<file path="src/rtl/wag_pkg.sv">
// Shared command codes and helpers for the write authorisation guard.
// Assumes the command decoder presents codes with this exact encoding.
package wag_pkg;

    typedef enum logic [2:0] {
        OP_NONE  = 3'd0,
        OP_READ  = 3'd1,
        OP_WRITE = 3'd2,
        OP_ERASE = 3'd3,
        OP_FILL  = 3'd4,
        OP_CLEAR = 3'd5,
        OP_WEN   = 3'd6,
        OP_WDIS  = 3'd7
    } wag_op_e;

    // True for commands that change memory cells.
    function automatic logic is_write_class(input wag_op_e op);
        return (op == OP_WRITE) || (op == OP_ERASE) ||
               (op == OP_FILL)  || (op == OP_CLEAR);
    endfunction

    // True for commands that carry a data field after the address.
    function automatic logic carries_data(input wag_op_e op);
        return (op == OP_WRITE) || (op == OP_FILL);
    endfunction

endpackage

</file>
<file path="src/rtl/wag_sync.sv">
// Multi-flop synchroniser for the asynchronous low-supply flag.
// Assumes STAGES >= 2. Reset drives the chain to 0, the normal-supply state.
module wag_sync #(
    parameter int STAGES = 2
) (
    input  logic clk,
    input  logic rst_n,
    input  logic d_i,
    output logic q_o
);
    logic [STAGES-1:0] chain_q;

    // Shift the flag through the chain of flops.
    always_ff @(posedge clk) begin
        if (!rst_n) chain_q <= '0;
        else        chain_q <= {chain_q[STAGES-2:0], d_i};
    end

    assign q_o = chain_q[STAGES-1];
endmodule

</file>
<file path="src/rtl/wag_len_check.sv">
// Frame length checker: flags a write-class command whose clock count equals
// exactly the length its format needs. Purely combinational.
module wag_len_check
    import wag_pkg::*;
#(
    parameter int ADDR_W = 6,
    parameter int DATA_W = 16,
    parameter int CNT_W  = 8
) (
    input  wag_op_e          op_i,
    input  logic [CNT_W-1:0] count_i,
    output logic             write_class_o,
    output logic             len_ok_o
);
    localparam int HDR_LEN  = 1 + 2 + ADDR_W;
    localparam int FULL_LEN = HDR_LEN + DATA_W;
    localparam logic [CNT_W-1:0] HDR_CNT  = CNT_W'(HDR_LEN);
    localparam logic [CNT_W-1:0] FULL_CNT = CNT_W'(FULL_LEN);

    logic [CNT_W-1:0] need;

    // Pick the required length and compare for equality.
    always_comb begin
        write_class_o = is_write_class(op_i);
        need          = carries_data(op_i) ? FULL_CNT : HDR_CNT;
        len_ok_o      = write_class_o && (count_i == need);
    end
endmodule

</file>
<file path="src/rtl/wag_enable_latch.sv">
// Program-enable latch. The force input overrides all else, then clear
// overrides set. Reset leaves it disabled.
module wag_enable_latch (
    input  logic clk,
    input  logic rst_n,
    input  logic set_i,
    input  logic clr_i,
    input  logic force_off_i,
    output logic en_o
);
    // Update the enable state with force > clear > set priority.
    always_ff @(posedge clk) begin
        if (!rst_n)           en_o <= 1'b0;
        else if (force_off_i) en_o <= 1'b0;
        else if (clr_i)       en_o <= 1'b0;
        else if (set_i)       en_o <= 1'b1;
    end
endmodule

</file>
<file path="src/rtl/wag_guard.sv">
// Write authorisation guard. Takes the end-of-frame strobe from the command
// decoder and releases write-class commands only when the enable latch is set,
// supply is good and the clock count is exact. Also raises a one-cycle abort
// when low supply meets a running write.
// Assumes cmd_valid_i is a single-cycle strobe in the clk domain.
module wag_guard
    import wag_pkg::*;
#(
    parameter int ADDR_W      = 6,
    parameter int DATA_W      = 16,
    parameter int CNT_W       = 8,
    parameter int SYNC_STAGES = 2
) (
    input  logic             clk,
    input  logic             rst_n,
    input  logic             cmd_valid_i,
    input  logic [2:0]       cmd_op_i,
    input  logic [CNT_W-1:0] clk_count_i,
    input  logic             low_supply_i,
    input  logic             write_busy_i,
    output logic             write_go_o,
    output logic             abort_o,
    output logic             prog_en_o
);
    wag_op_e op;
    logic    lv_sync;
    logic    is_wr;
    logic    len_ok;
    logic    set_en;
    logic    clr_en;
    logic    go_d;
    logic    hazard;
    logic    hazard_q;

    assign op = wag_op_e'(cmd_op_i);

    wag_sync #(.STAGES(SYNC_STAGES)) u_sync (
        .clk   (clk),
        .rst_n (rst_n),
        .d_i   (low_supply_i),
        .q_o   (lv_sync)
    );

    wag_len_check #(.ADDR_W(ADDR_W), .DATA_W(DATA_W), .CNT_W(CNT_W)) u_len (
        .op_i          (op),
        .count_i       (clk_count_i),
        .write_class_o (is_wr),
        .len_ok_o      (len_ok)
    );

    // Decode enable/disable strobes and the go condition.
    always_comb begin
        set_en = cmd_valid_i && (op == OP_WEN);
        clr_en = cmd_valid_i && (op == OP_WDIS);
        go_d   = cmd_valid_i && is_wr && len_ok && prog_en_o && !lv_sync;
        hazard = lv_sync && write_busy_i;
    end

    wag_enable_latch u_latch (
        .clk         (clk),
        .rst_n       (rst_n),
        .set_i       (set_en),
        .clr_i       (clr_en),
        .force_off_i (lv_sync),
        .en_o        (prog_en_o)
    );

    // Register the go pulse and edge-detect the abort hazard.
    always_ff @(posedge clk) begin
        if (!rst_n) begin
            write_go_o <= 1'b0;
            abort_o    <= 1'b0;
            hazard_q   <= 1'b0;
        end else begin
            write_go_o <= go_d;
            abort_o    <= hazard && !hazard_q;
            hazard_q   <= hazard;
        end
    end
endmodule

</file>
<file path="config.mk">
export PLATFORM = sky130hd
export DESIGN_NAME = wag_guard
export DESIGN_NICKNAME = d
export VERILOG_FILES = /design/src/rtl/wag_pkg.sv /design/src/rtl/wag_sync.sv /design/src/rtl/wag_len_check.sv /design/src/rtl/wag_enable_latch.sv /design/src/rtl/wag_guard.sv
export SDC_FILE = /design/constraint.sdc
export NUM_CORES = 1
export LEC_CHECK = 0
export BUFFER_PORTS_ARGS = -buffer_cell sky130_fd_sc_hd__buf_2
export CORE_AREA = 2 2 39 41
export CTS_BUF_LIST = sky130_fd_sc_hd__clkbuf_16
export DETAILED_ROUTE_END_ITERATION = 10
export DIE_AREA = 0 0 41 43
export PLACE_DENSITY = 0.48
export SYNTH_ARGS = -nofsm -noshare
export SYNTH_HDL_FRONTEND = slang
export SYNTH_SLANG_ARGS = --single-unit
</file>
<file path="constraint.sdc">
create_clock -name clk -period 2.3 [get_ports clk]
set_input_delay 0.115 -clock clk [delete_from_list [all_inputs] [get_ports clk]]
set_output_delay 0.115 -clock clk [all_outputs]
set_load 0.03 [all_outputs]
</file>
==> impl_metrics.json, run 1 <==
{
  "power_frac_seq_pct": 26.7,
  "drt_iter0_markers": 0,
  "p_int_mw": 0.346,
  "cts.clk_slew.worst_paths_ns": 0.03,
  "cp.arrival_ns": 0.77,
  "antenna_found_initial": 0,
  "via_per_inst": 4.02,
  "drive_gt1_share_pct": 58.5,
  "p_comb_share_pct": 6.6,
  "n_antenna_cell": 0,
  "final-setup-viol-count": 0,
  "cts_repair_resize_count": 0,
  "yosysSeqAreaShare_pct": 51.9,
  "period_needed_ns": 0.888,
  "clkSinkCount": 6,
  "power_density_nw_per_um2": 983,
  "dp_cells": 54,
  "worst_setup_path_end_kind": "output port",
  "wl_met3_um": 84,
  "critPathTopFamily": "flip-flops",
  "avgSynthCellArea_um2": 11.6,
  "clkLatencyLatePin_ns": 0.22,
  "crit_required_ns": 2.18,
  "max_freq_mhz": 1130,
  "p_clk_share_pct": 66.8,
  "rows": 14,
  "synth_seq_cells": 6,
  "cts_made_buffers": 3,
  "reg2reg_depth": 3,
  "finalCritPeriodShare_pct": 38.6,
  "r2r-start": "u_sync.chain_q[1]$_SDFF_PN0_",
  "rsz0062_at_grt": "false",
  "finalSetupTns_ns": 0,
  "drc": 0,
  "dr_wl_met2_um": 162,
  "grt_pass1_wl_um": 669,
  "final_common_cell": "buf_2",
  "nNetsFinal": 59,
  "crit_type": "reg -> out",
  "grt_usage_pct": 5.82,
  "grt_max_degree": 6,
  "report.final.hold_viol_count": 0,
  "vias": 229,
  "r2r_end": "write_go_o$_SDFF_PN0_",
  "drtAntennaViolNets": 0,
  "cts_hold_buf": 0,
  "final_util_pct": 30.1,
  "routed.top_layer": "met3",
  "r2r_slack_ns": 1.48,
  "critPathMaxStageDelay_ns": 0.34,
  "post_cts_buffers": 0,
  "die_h_um": 43,
  "ios": 19,
  "area_growth_pct": 80.0,
  "gp_congestion": 0.648,
  "path_buf_inv": 1,
  "worstSetupStartpointType": "flip-flop",
  "synth_nets": 36,
  "synthDistinctLibCells": 13,
  "synth.area.top_cells": "dfxtp_1 52%, and4bb_2 11%, and2_1 5.4%",
  "maxSlewHeadroom_pct": 80.3,
  "io_buffers": 18,
  "hold_end": "u_sync.chain_q[0]$_SDFF_PN0_",
  "first_pass_iters": 1,
  "wl_met1_um": 262,
  "p_leak_nw": 0.195,
  "synth_cells": 20,
  "floorplan.die_area_um2": 1760,
  "yosysTopAreaCellShare_pct": 51.9,
  "initial_core_util_pct": 16.7,
  "gr-total-overflow": 0,
  "fin_skew_ns": 0.00180,
  "root_buffer": "clkbuf_16",
  "hold_depth": 2,
  "cp_slowest_cell": "dfxtp_1",
  "min-delay-start": "low_supply_i",
  "path_depth": 1,
  "wl_per_cell_um": 8.93,
  "hold_path.class": "in -> reg",
  "yosys.area.top_type": "dfxtp_1",
  "synthesis.area_um2": 231,
  "ys_warn_count": 0,
  "htree_levels": 1,
  "peakVddDrop_v": 0.000360,
  "final_cell_mix": "18 x buf_2, 6 x dfxtp_1, 3 x clkbuf_16, 2 x and4bb_2, 2 x and2_1",
  "cts_tree": "done",
  "swShare_pct": 15.6,
  "dp_hpwl_um": 421,
  "cp_cell_sequence": "buf_2",
  "cp_max_fo": 3,
  "cap_violations": 0,
  "core_area_um2": 1380,
  "fin_cells": 57,
  "cts_max_path_buffers": 2,
  "finalWirelength_um": 509,
  "switchingPower_mw": 0.0637,
  "slew_violations": 0,
  "tightestPinTransition_ns": 0.291,
  "dieWidth_um": 41,
  "outcome": "finished, final reports clean",
  "grt_pass1_vias": 175
}
[layout make-up]
cell class / count / area (um^2)
fill: 147 / 967
tap: 16 / 20.0
timing repair buffer: 18 / 90.1
sequential: 6 / 120
clock buffer: 3 / 75.1
multi-input combinational: 14 / 111
[state kept, by name (all words and copies together), names as in the netlist]
signal / cells
u_latch.en_o: 1
abort_o: 1
write_go_o: 1
u_sync.chain_q: 2
hazard_q: 1
[logic make-up after synthesis]
kind of cell / share of synthesized area (%)
flops: 51.9
simple gates: 37.8
compound gates: 2.70
xor+xnor: 7.57
[worst max path at each step]
stage,endpoint,startpoint,slack [ns]
floorplan,write_go_o$_SDFF_PN0_,u_latch.en_o$_SDFFE_PP0P_,1.34
global placement,write_go_o$_SDFF_PN0_,u_sync.chain_q[1]$_SDFF_PN0_,1.47
detailed placement,write_go_o$_SDFF_PN0_,clk_count_i[5],1.47
CTS,prog_en_o,u_latch.en_o$_SDFFE_PP0P_,1.41
global route,prog_en_o,u_latch.en_o$_SDFFE_PP0P_,1.39
finish,prog_en_o,u_latch.en_o$_SDFFE_PP0P_,1.41
[per-stage QoR]
stage | power, mW | setup WS, ns | hold slack, ns | instance area (um^2)
2_1_floorplan | 0.121 | 1.34 | 0.237 | 231
3_3_place_gp | 0.138 | 1.47 | 0.325 | 342
3_5_place_dp | 0.138 | 1.47 | 0.333 | 342
4_1_cts | 0.416 | 1.41 | 0.0969 | 417
5_1_grt | 0.427 | 1.39 | 0.105 | 417
6_report | 0.410 | 1.41 | 0.0988 | 417
[synth_stat cells]
master,number
and2_1,2
nand4_1,1
xor2_1,1
and4bb_2,2
nor4b_1,1
nor2b_1,1
and3_1,1
nand4b_1,1
nand2_1,1
dfxtp_1,6
nor3_2,1
xnor2_1,1
a31oi_1,1
[power by group through the flow]
stage	Combinational [mW]	Clock, mW	Sequential, mW
6_report	0.0269	0.273	0.109
5_1_grt	0.0295	0.288	0.109
4_1_cts	0.0271	0.280	0.109
3_5_place_dp	0.0271	0	0.110
3_3_place_gp	0.0271	0	0.111
2_1_floorplan	0.00810	0	0.112
[per-layer routing]
metal | vias to the layer above | global-route usage, %
met3 | 0 | 3.14
met2 | 21 | 6.56
li1 | 117 | -
met4 | 0 | 2.00
met1 | 91 | 9.00
met5 | - | 0
Power figures use the tool's default switching activity.
==> run 2, diff against run 1 <==
==> constraint.sdc (replaced) <==
create_clock -name clk -period 0.9 [get_ports clk]
set_input_delay 0.045 -clock clk [delete_from_list [all_inputs] [get_ports clk]]
set_output_delay 0.045 -clock clk [all_outputs]
set_load 0.03 [all_outputs]
==> run 2 against run 1 <==
Compared with the run above:
- global-route usage is 2.0 points higher
- via count grew 3.5%
- critical path depth up 2
- cell count unchanged
- combinational power increased to 2.5 times the previous value
- setup slack got worse by 1.3 ns
- cell area grew 0.30%
- critical path type is now reg -> reg
==> impl_metrics.json, run 2 (same netlist as run 1, synthesis figures left out) <==
{
  "outcome": "finished, final reports clean",
  "final_common_cell": "buf_2",
  "drive_gt1_share_pct": 61.0,
  "max_freq_mhz": 1200,
  "fin_skew_ns": 0.00146,
  "cp_slowest_cell": "dfxtp_1",
  "finalSetupTns_ns": 0,
  "drc": 0,
  "io_buffers": 18,
  "first_pass_iters": 1,
  "tightestPinTransition_ns": 0.315,
  "clkLatencyLatePin_ns": 0.23,
  "hold_path.class": "in -> reg",
  "maxSlewHeadroom_pct": 78.7,
  "die_h_um": 43,
  "finalWirelength_um": 537,
  "rows": 14,
  "nNetsFinal": 59,
  "cp_cell_sequence": "and4bb_2 > nand2_1 > nor3_2",
  "finalCritPeriodShare_pct": 92.3,
  "drtAntennaViolNets": 0,
  "fin_cells": 57,
  "ios": 19,
  "n_antenna_cell": 0,
  "cts_max_path_buffers": 2,
  "report.final.hold_viol_count": 0,
  "vias": 237,
  "antenna_found_initial": 0,
  "dieWidth_um": 41,
  "cp_max_fo": 3,
  "worstSetupStartpointType": "flip-flop",
  "regMostFlops": "u_sync.chain_q",
  "cts_made_buffers": 3,
  "floorplan.die_area_um2": 1760,
  "initial_core_util_pct": 16.7,
  "slew_violations": 0,
  "core_area_um2": 1380,
  "rsz0062_at_grt": "false",
  "cts.clk_slew.worst_paths_ns": 0.03,
  "cts_tree": "done",
  "cts_repair_resize_count": 0,
  "peakVddDrop_v": 0.000615,
  "crit_type": "reg -> reg",
  "via_per_inst": 4.16,
  "cp.arrival_ns": 0.99,
  "htree_levels": 1,
  "critPathMaxStageDelay_ns": 0.31,
  "clkSinkCount": 6,
  "hold_slack_ns": 0.0241,
  "post_cts_buffers": 0,
  "final_area_um2": 418,
  "p_leak_nw": 0.195,
  "gp_congestion": 0.694,
  "grt_max_degree": 6,
  "root_buffer": "clkbuf_16",
  "fillers": 148,
  "worst_setup_path_end_kind": "flip-flop",
  "cap_violations": 0,
  "wl_per_cell_um": 9.42,
  "final_util_pct": 30.2,
  "critPathTopFamily": "simple AND/OR/NAND/NOR gates",
  "final-setup-viol-count": 0,
  "final_cell_mix": "18 x buf_2, 5 x dfxtp_1, 3 x clkbuf_16, 2 x and4bb_2, 2 x and2_1",
  "grt_pass1_wl_um": 841,
  "drt_iter0_markers": 0,
  "postPlaceCellArea_um2": 343,
  "cts_hold_buf": 0,
  "power_density_nw_per_um2": 2550,
  "gr-total-overflow": 0,
  "dp_cells": 54,
  "path_buf_inv": 0,
  "period_needed_ns": 0.831,
  "grt_pass1_vias": 237,
  "crit_required_ns": 1.06,
  "area_growth_pct": 80.5,
  "grt_usage_pct": 7.83,
  "largest_reg_flops": 2
}
## run 2: layer usage
metal / global-route usage (%) / up-vias / wire length (um)
met5: 0 / - / 0
li1: - / 117 / -
met3: 3.14 / 2 / 89
met4: 8.00 / 0 / 19
met2: 10.0 / 22 / 190
met1: 9.00 / 96 / 238
## run 2: path summary, 6_finish.rpt
check,start,end,slack [ns],cells after the start
setup / recovery,u_sync.chain_q[1]$_SDFF_PN0_,write_go_o$_SDFF_PN0_,0.07,3
hold / removal,low_supply_i,u_sync.chain_q[0]$_SDFF_PN0_,0.02,2
setup reg to reg,u_sync.chain_q[1]$_SDFF_PN0_,write_go_o$_SDFF_PN0_,0.07,3
hold reg to reg,hazard_q$_SDFF_PN0_,abort_o$_SDFF_PN0_,0.37,1
## run 2: power breakdown
group          leakage (nW)  switching [mW]  internal, mW  total, mW
clock                0.0370           0.147         0.570      0.717
combinational         0.109          0.0285        0.0398     0.0683
sequential           0.0494         0.00344         0.276      0.279
## run 2: worst register-to-register path, delay by kind of cell (launching register included)
family / cells / cell delay [ns]
DFF: 1 / 0.31
and+or+nand+nor: 3 / 0.45
## run 2: per-stage QoR
| step | total power, mW | worst slack, ns |
|---|---|---|
| after floorplan | 0.308 | 0.0457 |
| after global placement | 0.352 | 0.0764 |
| after detailed placement | 0.352 | 0.0757 |
| after CTS | 1.08 | 0.0568 |
| after global routing | 1.11 | 0.0253 |
| final | 1.06 | 0.0690 |
## run 2: cell type report
class                      instances  area, um^2  share of cell area (%)
multi-input combinational         14         111                    26.6
tap                               16        20.0                    4.79
clock buffer                       3        75.1                    18.0
sequential                         6         121                    29.0
timing repair buffer              18        90.1                    21.6
==> run 3, diff against run 2 <==
--- a/config.mk
+++ b/config.mk
@@ -6,11 +6,13 @@
 export NUM_CORES = 1
 export LEC_CHECK = 0
 export BUFFER_PORTS_ARGS = -buffer_cell sky130_fd_sc_hd__buf_2
-export CORE_AREA = 2 2 39 41
+export CELL_PAD_IN_SITES_DETAIL_PLACEMENT = 1
+export CELL_PAD_IN_SITES_GLOBAL_PLACEMENT = 2
+export CORE_AREA = 2 2 40 42
 export CTS_BUF_LIST = sky130_fd_sc_hd__clkbuf_16
 export DETAILED_ROUTE_END_ITERATION = 10
-export DIE_AREA = 0 0 41 43
-export PLACE_DENSITY = 0.48
+export DIE_AREA = 0 0 42 44
+export PLACE_DENSITY = 0.71
 export SYNTH_ARGS = -nofsm -noshare
 export SYNTH_HDL_FRONTEND = slang
 export SYNTH_SLANG_ARGS = --single-unit
==> run 3 against run 2 <==
Compared with the run above:
- combinational power grew 2%
- critical path type unchanged
- largest cell class unchanged
- clock power shrank 0.7%
- clock skew about the same
- worst hold slack improved by 0.0017 ns
==> impl_metrics.json, run 3 (same netlist as run 1, synthesis figures left out) <==
{
  "swShare_pct": 16.6,
  "power_density_nw_per_um2": 2520,
  "cts_made_buffers": 3,
  "final_area_um2": 422,
  "fin_skew_ns": 0.00183,
  "max_freq_mhz": 1190,
  "worstSetupStartpointType": "flip-flop",
  "cap_violations": 0,
  "peakVddDrop_v": 0.000614,
  "die_h_um": 44,
  "critPathMaxStageDelay_ns": 0.31,
  "cp_max_fo": 3,
  "cp_cell_sequence": "and4bb_2 > nand2_2 > nor3_2",
  "n_antenna_cell": 0,
  "final_cell_mix": "18 x buf_2, 4 x dfxtp_1, 3 x clkbuf_16",
  "period_needed_ns": 0.844,
  "dp_hpwl_um": 483,
  "grt_use_met2_pct": 9.38,
  "grt_busiest_layer": "met4",
  "grt_pass1_vias": 256,
  "switchingPower_mw": 0.176,
  "hold_path.class": "in -> reg",
  "drt_iter0_markers": 0,
  "cts.clk_slew.worst_paths_ns": 0.03,
  "cts_max_path_buffers": 2,
  "area_growth_pct": 82.2,
  "report.final.hold_viol_count": 0,
  "via_per_inst": 4.18,
  "drive_gt1_share_pct": 65.9,
  "finalSetupTns_ns": 0,
  "wl_per_cell_um": 10.6,
  "final-setup-viol-count": 0,
  "cp_slowest_cell": "dfxtp_2",
  "initial_core_util_pct": 16.3,
  "final_util_pct": 29.7,
  "worst_slack_ns": 0.0564,
  "p_comb_share_pct": 6.6,
  "met3_usage_pct": 6.25,
  "slew_violations": 0,
  "gp_congestion": 0.713,
  "finalWirelength_um": 603,
  "p_leak_nw": 0.196,
  "hold_slack_ns": 0.0259,
  "largest_reg_flops": 2,
  "floorplan.die_area_um2": 1850,
  "worst_setup_path_end_kind": "flip-flop",
  "vias": 238,
  "first_pass_iters": 1,
  "rows": 14,
  "outcome": "finished, final reports clean",
  "drtAntennaViolNets": 0,
  "postPlaceCellArea_um2": 343,
  "cp.arrival_ns": 1.00,
  "place_ws_ns": 0.0356,
  "cts_tree": "done",
  "grt_pass1_wl_um": 1040,
  "ios": 19,
  "fin_cells": 57,
  "root_buffer": "clkbuf_16",
  "crit_required_ns": 1.05,
  "power_frac_seq_pct": 26.4,
  "regMostFlops": "u_sync.chain_q",
  "drc": 0,
  "final_common_cell": "buf_2",
  "finalCritPeriodShare_pct": 93.7,
  "dp_cells": 54,
  "nNetsFinal": 59,
  "rsz0062_at_grt": "true",
  "tightestPinTransition_ns": 0.386,
  "p_int_mw": 0.886,
  "clkSinkCount": 6,
  "clkLatencyLatePin_ns": 0.23,
  "p_clk_share_pct": 67.1,
  "grtUsageMet1_pct": 9.80,
  "core_area_um2": 1420,
  "dieWidth_um": 42,
  "io_buffers": 18,
  "maxSlewHeadroom_pct": 73.9,
  "grt_max_degree": 6,
  "crit_type": "reg -> reg",
  "post_cts_buffers": 0,
  "grt_usage_pct": 8.89,
  "antenna_found_initial": 0,
  "gr-total-overflow": 0,
  "finalPower_mw": 1.06,
  "htree_levels": 1
}
run 3: power by group through the flow:
stage / Combinational, mW / Clock (mW) / Sequential, mW
final: 0.0697 / 0.712 / 0.280
after global routing: 0.0766 / 0.749 / 0.281
after CTS: 0.0700 / 0.729 / 0.280
after detailed placement: 0.0694 / 0 / 0.283
after global placement: 0.0690 / 0 / 0.283
after floorplan: 0.0207 / 0 / 0.288
run 3: cell type report:
class	instances	area, um^2
Fill cell	164	997
Tap cell	16	20.0
Sequential cell	6	123
Timing Repair Buffer	18	90.1
Clock buffer	3	75.1
Multi-Input combinational cell	14	114
run 3: per-layer routing:
metal	wire length (um)	vias up
met5	0	-
met4	36	0
met2	206	22
met1	254	96
met3	105	4
li1	-	116
run 3: worst max-delay path, delay by kind of cell (launching register included):
family,cells,cell delay (ns)
flip-flops,1,0.31
AND/OR/NAND/NOR,3,0.46
run 3: final timing paths:
path / cells past startpoint / endpoint / slack (ns) / start
worst min-delay path: 2 / u_sync.chain_q[0]$_SDFF_PN0_ / 0.03 / low_supply_i
worst min register to register: 1 / abort_o$_SDFF_PN0_ / 0.38 / hazard_q$_SDFF_PN0_
worst max-delay path: 3 / write_go_o$_SDFF_PN0_ / 0.06 / u_sync.chain_q[1]$_SDFF_PN0_
worst max register to register: 3 / write_go_o$_SDFF_PN0_ / 0.06 / u_sync.chain_q[1]$_SDFF_PN0_
run 3: timing repair:
| item | in CTS | in global routing |
|---|---|---|
| endpoints found under the setup margin | 0 | 1 |
| hold buffers | 0 | 0 |
| gates resized for setup | 0 | 2 |
